===== config.mk =====
export PLATFORM = sky130hd
export DESIGN_NAME = adc_dma_req
export DESIGN_NICKNAME = d
export VERILOG_FILES = /design/src/rtl/adc_dma_pkg.sv /design/src/rtl/dma_sel_mask.sv /design/src/rtl/dma_chan_fifo.sv /design/src/rtl/dma_clr_detect.sv /design/src/rtl/adc_dma_req.sv
export SDC_FILE = /design/constraint.sdc
export NUM_CORES = 1
export LEC_CHECK = 0
export BUFFER_PORTS_ARGS = -buffer_cell sky130_fd_sc_hd__buf_2
export CORE_MARGIN = 2
export CORE_UTILIZATION = 45
export CTS_CLUSTER_DIAMETER = 60
export DETAILED_ROUTE_END_ITERATION = 10
export GPL_TIMING_DRIVEN = 0
export PLACE_DENSITY = 0.71
export SLEW_MARGIN = 20
export SYNTH_ARGS = -nofsm -noshare
export SYNTH_HDL_FRONTEND = slang
export SYNTH_SLANG_ARGS = --single-unit

===== constraint.sdc =====
create_clock -name clk -period 2.1 [get_ports clk]
set_input_delay 0.42 -clock clk [delete_from_list [all_inputs] [get_ports clk]]
set_output_delay 0.42 -clock clk [all_outputs]
set_load 0.1 [all_outputs]

===== src/rtl/adc_dma_pkg.sv =====
package adc_dma_pkg;
   typedef enum logic {
      CLR_BY_ACK  = 1'b0,
      CLR_BY_READ = 1'b1
   } clr_src_e;

   function automatic int unsigned idx_width(input int unsigned n);
      return (n > 1) ? $clog2(n) : 1;
   endfunction
endpackage


===== src/rtl/dma_sel_mask.sv =====
module dma_sel_mask #(
   parameter int unsigned NCH = 8
) (
   input  logic           clk,
   input  logic           rst_n,
   input  logic           wr,
   input  logic           busy,
   input  logic [NCH-1:0] wdata,
   output logic [NCH-1:0] mask
);
   logic take;

   assign take = wr & ~busy;

   always_ff @(posedge clk or negedge rst_n) begin
      if (!rst_n)    mask <= '0;
      else if (take) mask <= wdata;
   end

   AST_MASK_LOCKED: assert property (@(posedge clk) disable iff (!rst_n)
      (wr && busy) |=> $stable(mask));
endmodule


===== src/rtl/dma_chan_fifo.sv =====
module dma_chan_fifo #(
   parameter int unsigned DEPTH = 4,
   parameter int unsigned W     = 3
) (
   input  logic         clk,
   input  logic         rst_n,
   input  logic         flush,
   input  logic         push,
   input  logic [W-1:0] din,
   input  logic         pop,
   output logic [W-1:0] dout,
   output logic         empty,
   output logic         full
);
   localparam int unsigned PW = (DEPTH > 1) ? $clog2(DEPTH) : 1;
   localparam int unsigned CW = $clog2(DEPTH + 1);
   localparam bit POW2 = (DEPTH == (1 << PW));

   if (DEPTH < 2) begin : g_bad_depth
      $error("dma_chan_fifo: DEPTH must be at least 2");
   end

   logic [W-1:0]  mem [DEPTH];
   logic [PW-1:0] wp, rp, wp_nx, rp_nx;
   logic [CW-1:0] cnt;

   if (POW2) begin : g_wrap_nat
      assign wp_nx = wp + 1'b1;
      assign rp_nx = rp + 1'b1;
   end else begin : g_wrap_cmp
      assign wp_nx = (wp == PW'(DEPTH - 1)) ? '0 : wp + 1'b1;
      assign rp_nx = (rp == PW'(DEPTH - 1)) ? '0 : rp + 1'b1;
   end

   assign empty = (cnt == '0);
   assign full  = (cnt == CW'(DEPTH));
   assign dout  = mem[rp];

   always_ff @(posedge clk or negedge rst_n) begin
      if (!rst_n) begin
         wp  <= '0;
         rp  <= '0;
         cnt <= '0;
      end else if (flush) begin
         wp  <= '0;
         rp  <= '0;
         cnt <= '0;
      end else begin
         if (push) wp <= wp_nx;
         if (pop)  rp <= rp_nx;
         if (push && !pop)      cnt <= cnt + 1'b1;
         else if (pop && !push) cnt <= cnt - 1'b1;
      end
   end

   always_ff @(posedge clk) begin
      if (push && !flush) mem[wp] <= din;
   end

   AST_NO_OVERFLOW: assert property (@(posedge clk) disable iff (!rst_n)
      push |-> (!full || pop));
   AST_NO_UNDERFLOW: assert property (@(posedge clk) disable iff (!rst_n)
      pop |-> !empty);
endmodule


===== src/rtl/dma_clr_detect.sv =====
module dma_clr_detect #(
   parameter int unsigned NCH         = 8,
   parameter int unsigned CH_W        = 3,
   parameter int unsigned ADDR_W      = 8,
   parameter int unsigned DATA_BASE   = 64,
   parameter int unsigned ADDR_STRIDE = 4
) (
   input  logic              clk,
   input  logic              rst_n,
   input  logic              mode_read,
   input  logic              rd_en,
   input  logic [ADDR_W-1:0] rd_addr,
   input  logic              ack,
   input  logic [CH_W-1:0]   pend_ch,
   output logic              clr_hit
);
   localparam longint unsigned TOP_ADDR =
      longint'(DATA_BASE) + longint'(NCH - 1) * longint'(ADDR_STRIDE);

   if (TOP_ADDR >= (64'd1 << ADDR_W)) begin : g_bad_map
      $error("dma_clr_detect: data register map exceeds address width");
   end
   if (ADDR_STRIDE == 0) begin : g_bad_stride
      $error("dma_clr_detect: ADDR_STRIDE must be nonzero");
   end

   logic [NCH-1:0] hit;
   logic           sel_hit;

   for (genvar c = 0; c < NCH; c++) begin : g_hit
      localparam logic [ADDR_W-1:0] CADDR = ADDR_W'(DATA_BASE + c * ADDR_STRIDE);
      assign hit[c] = rd_en && (rd_addr == CADDR);
   end

   assign sel_hit = (int'(pend_ch) < NCH) ? hit[pend_ch] : 1'b0;
   assign clr_hit = mode_read ? sel_hit : ack;

   AST_ONE_ADDR_HIT: assert property (@(posedge clk) disable iff (!rst_n)
      $onehot0(hit));
endmodule


===== src/rtl/adc_dma_req.sv =====
module adc_dma_req #(
   parameter int unsigned NCH         = 8,
   parameter int unsigned QDEPTH      = 4,
   parameter int unsigned ADDR_W      = 8,
   parameter int unsigned DATA_BASE   = 64,
   parameter int unsigned ADDR_STRIDE = 4,
   parameter int unsigned CH_W        = adc_dma_pkg::idx_width(NCH)
) (
   input  logic              clk,
   input  logic              rst_n,
   input  logic              cfg_dma_en,
   input  logic              cfg_clr_on_read,
   input  logic              conv_busy,
   input  logic              mask_wr,
   input  logic [NCH-1:0]    mask_wdata,
   input  logic              conv_done,
   input  logic [CH_W-1:0]   conv_ch,
   input  logic              rd_en,
   input  logic [ADDR_W-1:0] rd_addr,
   input  logic              dma_ack,
   output logic              dma_req,
   output logic [CH_W-1:0]   dma_ch,
   output logic [NCH-1:0]    dma_sel
);
   import adc_dma_pkg::*;

   if (NCH < 1) begin : g_bad_nch
      $error("adc_dma_req: NCH must be at least 1");
   end
   if (CH_W < adc_dma_pkg::idx_width(NCH)) begin : g_bad_chw
      $error("adc_dma_req: CH_W too narrow for NCH");
   end

   clr_src_e       clr_src;
   logic           req_q, req_d;
   logic [CH_W-1:0] ch_q, ch_d;
   logic           ch_ok, new_ev, clr_hit, clr, slot_free;
   logic           q_push, q_pop, q_empty, q_full, direct;
   logic [CH_W-1:0] q_dout;

   assign clr_src = cfg_clr_on_read ? CLR_BY_READ : CLR_BY_ACK;

   dma_sel_mask #(.NCH(NCH)) u_mask (
      .clk   (clk),
      .rst_n (rst_n),
      .wr    (mask_wr),
      .busy  (conv_busy),
      .wdata (mask_wdata),
      .mask  (dma_sel)
   );

   dma_clr_detect #(
      .NCH(NCH), .CH_W(CH_W), .ADDR_W(ADDR_W),
      .DATA_BASE(DATA_BASE), .ADDR_STRIDE(ADDR_STRIDE)
   ) u_clr (
      .clk       (clk),
      .rst_n     (rst_n),
      .mode_read (clr_src == CLR_BY_READ),
      .rd_en     (rd_en),
      .rd_addr   (rd_addr),
      .ack       (dma_ack),
      .pend_ch   (ch_q),
      .clr_hit   (clr_hit)
   );

   dma_chan_fifo #(.DEPTH(QDEPTH), .W(CH_W)) u_fifo (
      .clk   (clk),
      .rst_n (rst_n),
      .flush (!cfg_dma_en),
      .push  (q_push),
      .din   (conv_ch),
      .pop   (q_pop),
      .dout  (q_dout),
      .empty (q_empty),
      .full  (q_full)
   );

   always_comb begin
      ch_ok     = int'(conv_ch) < NCH;
      new_ev    = cfg_dma_en && conv_done && ch_ok && dma_sel[conv_ch];
      clr       = req_q && clr_hit;
      slot_free = !req_q || clr;
      q_pop     = cfg_dma_en && slot_free && !q_empty;
      direct    = new_ev && slot_free && q_empty;
      q_push    = new_ev && !direct && (!q_full || q_pop);

      if (!cfg_dma_en)    req_d = 1'b0;
      else if (slot_free) req_d = !q_empty || new_ev;
      else                req_d = 1'b1;

      if (q_pop)       ch_d = q_dout;
      else if (direct) ch_d = conv_ch;
      else             ch_d = ch_q;
   end

   always_ff @(posedge clk or negedge rst_n) begin
      if (!rst_n) begin
         req_q <= 1'b0;
         ch_q  <= '0;
      end else begin
         req_q <= req_d;
         ch_q  <= ch_d;
      end
   end

   assign dma_req = req_q;
   assign dma_ch  = ch_q;

   AST_REQ_AFTER_DONE: assert property (@(posedge clk) disable iff (!rst_n)
      (cfg_dma_en && conv_done && ch_ok && dma_sel[conv_ch] && !dma_req)
      |=> (dma_req && dma_ch == $past(conv_ch)));
   AST_QUIET_DISABLED: assert property (@(posedge clk) disable iff (!rst_n)
      !cfg_dma_en |=> !dma_req);
   AST_HOLD_UNCLEARED: assert property (@(posedge clk) disable iff (!rst_n)
      (cfg_dma_en && dma_req && !clr_hit) |=> (dma_req && $stable(dma_ch)));
   AST_CLEAR_DROPS: assert property (@(posedge clk) disable iff (!rst_n)
      (cfg_dma_en && dma_req && clr_hit && q_empty && !conv_done) |=> !dma_req);
endmodule


==> flow_metrics.tcl, run 1 <==
set metrics [dict create \
    clock_path_buffers 2 \
    power_leakage_nw 0.9533 \
    row_count 22 \
    drt_iter0_drc 70 \
    antenna_found_initial 0 \
    fin_nets 236 \
    drv_slew 0 \
    final.setup.worst_slack_ps -167.8 \
    p_per_area_mw_per_mm2 1256 \
    via_per_inst 5.651 \
    first_global_vias 1426 \
    clkPwrFrac_pct 20.2 \
    hpwl_um 3044 \
    top_level_ports 40 \
    min_period_over_period_pct 108.0 \
    dp.cells 234 \
    rsz0062_at_grt "yes" \
    critPathRequiredTime_ps 2270 \
    grtUsageMet1_pct 24.97 \
    grt_usage_pct 20.88 \
    switching_share_pct 44.55 \
    numPortBuffers 38 \
    peakVddDrop_mv 0.5578 \
    dieArea_mm2 0.004443 \
    synth_largest_area_cell "dfrtp_1" \
    switchingPower_mw 1.309 \
    relSlewSlack_pct 60.17 \
    critPathMaxFanout 4 \
    postLayoutCoreUtil_pct 62.93 \
    hold_class "input port to async pin" \
    syn_to_final_growth_pct 32.37 \
    cts-root-buf "clkbuf_8" \
    met3_usage_pct 5.236 \
    pwr-share-comb_pct 48.9 \
    clkTransAtPathRegs_ps 70 \
    critPathArrivalTime_ps 2430 \
    groute.layer.met2.usage_pct 36.63 \
    fp.coreArea_mm2 0.003716 \
    num_vias 1424 \
    clock.fmax_mhz 441.0 \
    drtPass1Iterations 4 \
    synth_ff_type "dfrtp_1" \
    synth_cells 148 \
    drive_above_1_share_pct 50.98 \
    ys_warn_count 0 \
    synthDistinctLibCells 51 \
    htree_levels 2 \
    grt_max_degree 20 \
    synth_edf_count 12 \
    instances_no_fill 252 \
    place_congestion 0.8176 \
    cts_tree "done" \
    max_cap_viol_count 0 \
    overflow 0 \
    seq_area_frac_synth_pct 47.31 \
    grt-busiest-layer "met2" \
    clock_skew_ps 8.579 \
    wl_um 4120 \
    p_seq_share_pct 30.9 \
    finalCriticalPeriod_ps 2268 \
    die_h_um 66.66 \
    syn_nets 181 \
    antenna_left 0 \
    worst_pin_slew_ps 594.6 \
    hold_slack_ps 68.84 \
    initial_core_util_pct 47.54 \
    post-place-ws_ps -482.7 \
    criticalPathCategory "input port to flop" \
    synth-seq-cells 31 \
    cts_buffers 5 \
    hold_violations 0 \
    violations "negative setup slack" \
    yosysTopAreaCellShare_pct 26.91 \
    clock_sinks 31 \
    insertion_delay_ps 290 \
    finalSetupViolCount 2 \
    synth_area_mm2 0.001767 \
    end_kind "flop" \
    setup_tns_ps -222.6 \
    wl_per_cell_um 16.35 \
    drc 0 \
    n_antenna_cell 0 \
    synthTopCellsByArea "dfrtp_1, edfxtp_1, mux2i_1" \
    syn_avg_cell_area_um2 11.94 \
    grt_first_pass_wirelength_um 6796 \
    cp-start-kind "input port" \
    synth_async_sr_flop_share_pct 61.29 \
    p_int_mw 1.629 \
    die_x_um 66.66 \
    status "finished with violations" \
]
## layer usage
layer | up-vias | wire, µm
met4 | 0 | 51
met5 | - | 0
met3 | 5 | 294
li1 | 669 | -
met2 | 63 | 2061
met1 | 687 | 1712
## stage by stage
step           total power, mW  instance area [µm²]
3_5_place_dp             2.206                 2106
6_report                 2.938                 2338
5_1_grt                  3.090                 2338
4_1_cts                  2.896                 2295
2_1_floorplan            1.949                 1856
3_3_place_gp             2.162                 2106
## cell usage in the layout (no fill, tap or decap), types with 5 or more instances in the layout
cell type | netlist | layout
buf_4 | 0 | 10
inv_1 | 9 | 9
dfrtp_1 | 19 | 7
dfrtp_2 | 0 | 5
buf_2 | 1 | 39
a21oi_1 | 5 | 5
dfrtp_4 | 0 | 7
edfxtp_1 | 12 | 12
mux2_2 | 8 | 8
mux2i_1 | 9 | 6
clkbuf_8 | 0 | 5
nand2_1 | 7 | 7
and2_1 | 7 | 5
## area by class of cell
| cell class | count | area, µm² |
|---|---|---|
| multi-input combinational | 104 | 974.7 |
| clock inverter | 3 | 43.79 |
| clock buffer | 5 | 68.82 |
| buffer | 4 | 23.77 |
| sequential | 31 | 868.3 |
| fill | 296 | 1378 |
| timing repair buffer | 48 | 265.3 |
| tap | 48 | 60.06 |
| inverter | 9 | 33.78 |
## state kept, by name (all words and copies together) (netlist names)
register and flops:
u_fifo.cnt 3, u_fifo.rp 2, u_mask.mask 8, dma_ch 3, u_fifo.wp 2, dma_req 1
u_fifo.mem 12
## worst max-delay path: stages
cell and delay [ps]:
buf_2 90, or3_4 400, nor2_2 220, a221oi_4 100, and2_4 180, fa_2 370, o21ai_2 90, nor3_1 70
a2bb2oi_1 130, mux2i_1 90, a311o_1 260
## cell usage after synthesis (all sizes together) (2+ instances only)
cell type / number
xnor2: 5
a221oi: 2
a2bb2oi: 4
a31oi: 2
o22ai: 3
or3: 3
buf: 2
o21ai: 5
nand2: 8
a21oi: 5
mux4: 3
mux2i: 9
and2: 7
edfxtp: 12
a22oi: 2
nand4: 2
nor3: 3
o211ai: 3
mux2: 8
nand3: 2
nor2b: 3
inv: 9
clkbuf: 2
ha: 4
nor2: 5
dfrtp: 19
## cell families (layout without fill, tap and decap cells)
family          Yosys count  count (layout)  share of synthesized area [%]
compound gates           34              34                          15.58
xor+xnor                  5               5                          2.479
fa+ha+maj                 5               5                          3.966
buf+inv                  13              69                          3.257
flops                    31              31                          47.31
mux                      20              20                          14.02
simple gates             40              40                          13.39
## final timing paths
check | from | end | slack, ps | depth (start not counted)
worst min register to register | u_mask.mask[1] | u_mask.mask[1] | 530 | 1
worst min-delay path | rst_n | dma_ch[0] | 70 | 1
min in group clk | mask_wdata[0] | u_mask.mask[0] | 370 | 2
worst max register to register | dma_ch[0] | u_fifo.cnt[2] | -160 | 10
worst max-delay path | rd_addr[1] | u_fifo.cnt[2] | -170 | 11
max in group asynchronous | rst_n | u_mask.mask[4] | 1680 | 1
## power by group through the flow
stage	logic (mW)	clock network [mW]	registers, mW
floorplan	0.621	0	1.33
finish	1.44	0.592	0.909
global route	1.53	0.631	0.930
CTS	1.40	0.600	0.899
detailed placement	1.29	0	0.913
global placement	1.26	0	0.899
## what timing repair did
action	in CTS	in global routing
endpoints found under the setup margin	2	14
pin swaps	9	2
hold buffers	0	0
buffers inserted	7	3
gates resized for setup	3	4
Power figures use the tool's default switching activity.
==> inputs of run 2 (changes only) <==
--- a/config.mk
+++ b/config.mk
@@ -7,12 +7,13 @@
 export LEC_CHECK = 0
 export BUFFER_PORTS_ARGS = -buffer_cell sky130_fd_sc_hd__buf_2
 export CORE_MARGIN = 2
-export CORE_UTILIZATION = 45
+export CORE_UTILIZATION = 47
 export CTS_CLUSTER_DIAMETER = 60
 export DETAILED_ROUTE_END_ITERATION = 10
 export GPL_TIMING_DRIVEN = 0
-export PLACE_DENSITY = 0.71
+export PLACE_DENSITY = 0.75
 export SLEW_MARGIN = 20
 export SYNTH_ARGS = -nofsm -noshare
 export SYNTH_HDL_FRONTEND = slang
+export SYNTH_HIERARCHICAL = 1
 export SYNTH_SLANG_ARGS = --single-unit
==> run 2 against run 1 <==
Compared with the run above:
- the run still ends with negative setup slack left
- register-to-register slack worse by 360 ps
- sequential power shrank 7.8%
- final area shrank 7.0%
- first-iteration DRC count down 36%
- critical path type is now flop to flop
- maximum frequency is 14% lower
- die area shrank 11%
- clock power decreased by 43%
- critical endpoint is now u_fifo/cnt[2]
- highest routed layer unchanged
- global-route usage decreased by 0.68 points
- via count down 18%
- worst setup slack lost 350 ps
==> flow_metrics.tcl, run 2 <==
set metrics [dict create \
    status "finished with violations" \
    violations "negative setup slack" \
    worst_pin_slew_ps 485.4 \
    antenna_found_initial 0 \
    grt_max_degree 20 \
    die_h_um 62.81 \
    seq_area_frac_synth_pct 51.42 \
    peakVddDrop_mv 0.5791 \
    regMostFlops "u_fifo/mem" \
    first_global_vias 1283 \
    drt_iter0_drc 45 \
    cts_tree "done" \
    cp-start-kind "flop" \
    critPathRequiredTime_ps 2310 \
    overflow 0 \
    synth.most_common_cell "dfrtp_1" \
    wl_per_cell_um 15.77 \
    crit_path_end "u_fifo/cnt[2]" \
    synthDistinctLibCells 39 \
    cts-root-buf "clkbuf_4" \
    min_period_over_period_pct 124.9 \
    synth_cells 125 \
    setup_tns_ps -2957 \
    path_common_cell "nor3b_2" \
    dieArea_mm2 0.003944 \
    drc 0 \
    synth_async_sr_flop_share_pct 61.29 \
    syn_avg_cell_area_um2 13.00 \
    cp_top_family "simple AND/OR/NAND/NOR gates" \
    synth_area_mm2 0.001625 \
    critPathMaxFanout 2 \
    yosysTopAreaCellShare_pct 29.25 \
    synth_commonest_cells "dfrtp_1, nor2_1, edfxtp_1, inv_1, mux2_4" \
    fin_nets 216 \
    hpwl_um 2523 \
    grt_usage_pct 20.20 \
    reg2reg_setup_slack_ps -520 \
    synth_largest_area_cell "dfrtp_1" \
    insertion_delay_ps 340 \
    p_per_area_mw_per_mm2 1184 \
    via_per_inst 5.052 \
    hold_violations 0 \
    drive_above_1_share_pct 61.41 \
    clock.fmax_mhz 381.3 \
    drv_slew 0 \
    cp.depth 12 \
    num_vias 1162 \
    criticalPathCategory "flop to flop" \
    fp.coreArea_mm2 0.003337 \
    r2r_end "u_fifo/cnt[2]" \
    numPortBuffers 39 \
    critPathArrivalTime_ps 2830 \
    postLayoutCoreUtil_pct 65.17 \
    clkTransAtPathRegs_ps 110 \
    relSlewSlack_pct 67.64 \
    final_cell_mix "buf_2, nor2_1, edfxtp_1" \
    initial_core_util_pct 48.71 \
    end_kind "flop" \
    row_count 21 \
    syn_nets 158 \
    reg2reg_from "dma_ch[0]" \
    rsz0062_at_grt "yes" \
    place_congestion 0.8239 \
    n_antenna_cell 0 \
    dp.cells 210 \
    power_mw 2.574 \
    synth-seq-cells 31 \
    final.setup.worst_slack_ps -522.4 \
    ys_warn_count 6 \
    clock_sinks 31 \
    crit_chain "xnor2_2, nand4_1, o22ai_2, nor2b_2, or3_1, clkbuf_8, clkinv_8, and2b_2, fa_2, nor3b_2, o21ai_1, nor3b_2" \
    finalCriticalPeriod_ps 2622 \
    clock_skew_ps 13.59 \
    timing.critical_path.buf_inv 2 \
    die_x_um 62.81 \
    slowest_stage "dfrtp_4" \
    synth_ff_type "dfrtp_1" \
    instances_no_fill 230 \
    synthTopCellsByArea "dfrtp_1, edfxtp_1, mux2_4" \
    clock_path_buffers 2 \
    reg.largest.list "u_fifo/mem (12), u_mask/mask (8)" \
    antenna_left 0 \
    power_leakage_nw 0.9459 \
    largest_reg_flops 12 \
    r2r_cells 12 \
    hold_buffers 0 \
    synth_edf_count 12 \
    grt_first_pass_wirelength_um 6072 \
    cts_buffers 5 \
    num-fill-cells 267 \
    drtPass1Iterations 4 \
    top_level_ports 40 \
    max_cap_viol_count 0 \
    htree_levels 2 \
    hold_class "input port to async pin" \
    syn_to_final_growth_pct 33.80 \
    wl_um 3628 \
    final_common_cell "buf_2" \
    cpPeakStageDelay_ps 500 \
    critPathLaunch "dma_ch[0]" \
    finalSetupViolCount 17 \
]
-- run 2: cell count changes in the layout (fill, tap and decap cells not counted), moves of 5 or more --
cell and delta:
mux2_2 -8, mux2i_1 -6, and2_1 -5, mux2_4 +8
nor2_1 +10, buf_6 +5, clkbuf_4 +5
-- run 2: worst min-delay path by stage --
stage	cells past startpoint	slack (ps)	endpoint	from
2_1_floorplan	0	120	dma_req	rst_n
3_5_place_dp	1	400	u_fifo/wp[1]	rst_n
4_1_cts	1	20	u_mask/mask[1]	rst_n
5_1_grt	1	20	u_mask/mask[1]	rst_n
3_3_place_gp	1	390	u_fifo/wp[1]	rst_n
6_report	1	20	u_mask/mask[1]	rst_n
-- run 2: cell type report --
| type | instances | area (µm²) | area share, % |
|---|---|---|---|
| plain buffers | 4 | 33.78 | 1.554 |
| clock buffers | 5 | 37.54 | 1.726 |
| clock inverters | 3 | 15.01 | 0.6904 |
| inverters | 10 | 50.05 | 2.301 |
| multi-input cells | 79 | 804.5 | 37.00 |
| flip-flops and latches | 31 | 857.1 | 39.41 |
| well taps | 46 | 57.56 | 2.647 |
| repair buffers | 52 | 319.1 | 14.67 |
-- run 2: power by group --
part / switching (mW) / internal [mW]
clock: 0.216 / 0.124
sequential: 0.0857 / 0.752
combinational: 0.866 / 0.530
total: 1.17 / 1.41
-- run 2: cells by family after synthesis --
logic type	share of synthesized area, %
AOI/OAI and AO/OA	5.620
xor gates and xnor gates	4.773
adders and majority gates	4.311
buffers and inverters	4.695
DFF	51.42
muxes	16.32
and+or+nand+nor	12.86
-- run 2: what timing repair did --
action,CTS,global route
setup endpoints to repair,15,19
cloned,0,0
pin swaps,6,8
setup buffers,9,7
gates resized for setup,11,13
-- run 2: metrics by stage --
stage / hold slack, ps / worst slack (ps) / cell area, µm²
floorplan: 124.4 / -612.0 / 1684
global placement: 385.8 / -672.2 / 1937
detailed placement: 400.6 / -720.2 / 1937
CTS: 22.66 / -559.6 / 2108
global route: 22.85 / -685.3 / 2175
finish: 23.50 / -522.4 / 2175
-- run 2: metal layers --
metal	GRT usage, %	share of wire, %	wire length [µm]
met1	22.43	41	1482
met2	36.42	53	1931
met3	5.405	3.4	125
met4	8.333	2.5	89
met5	0	0	0
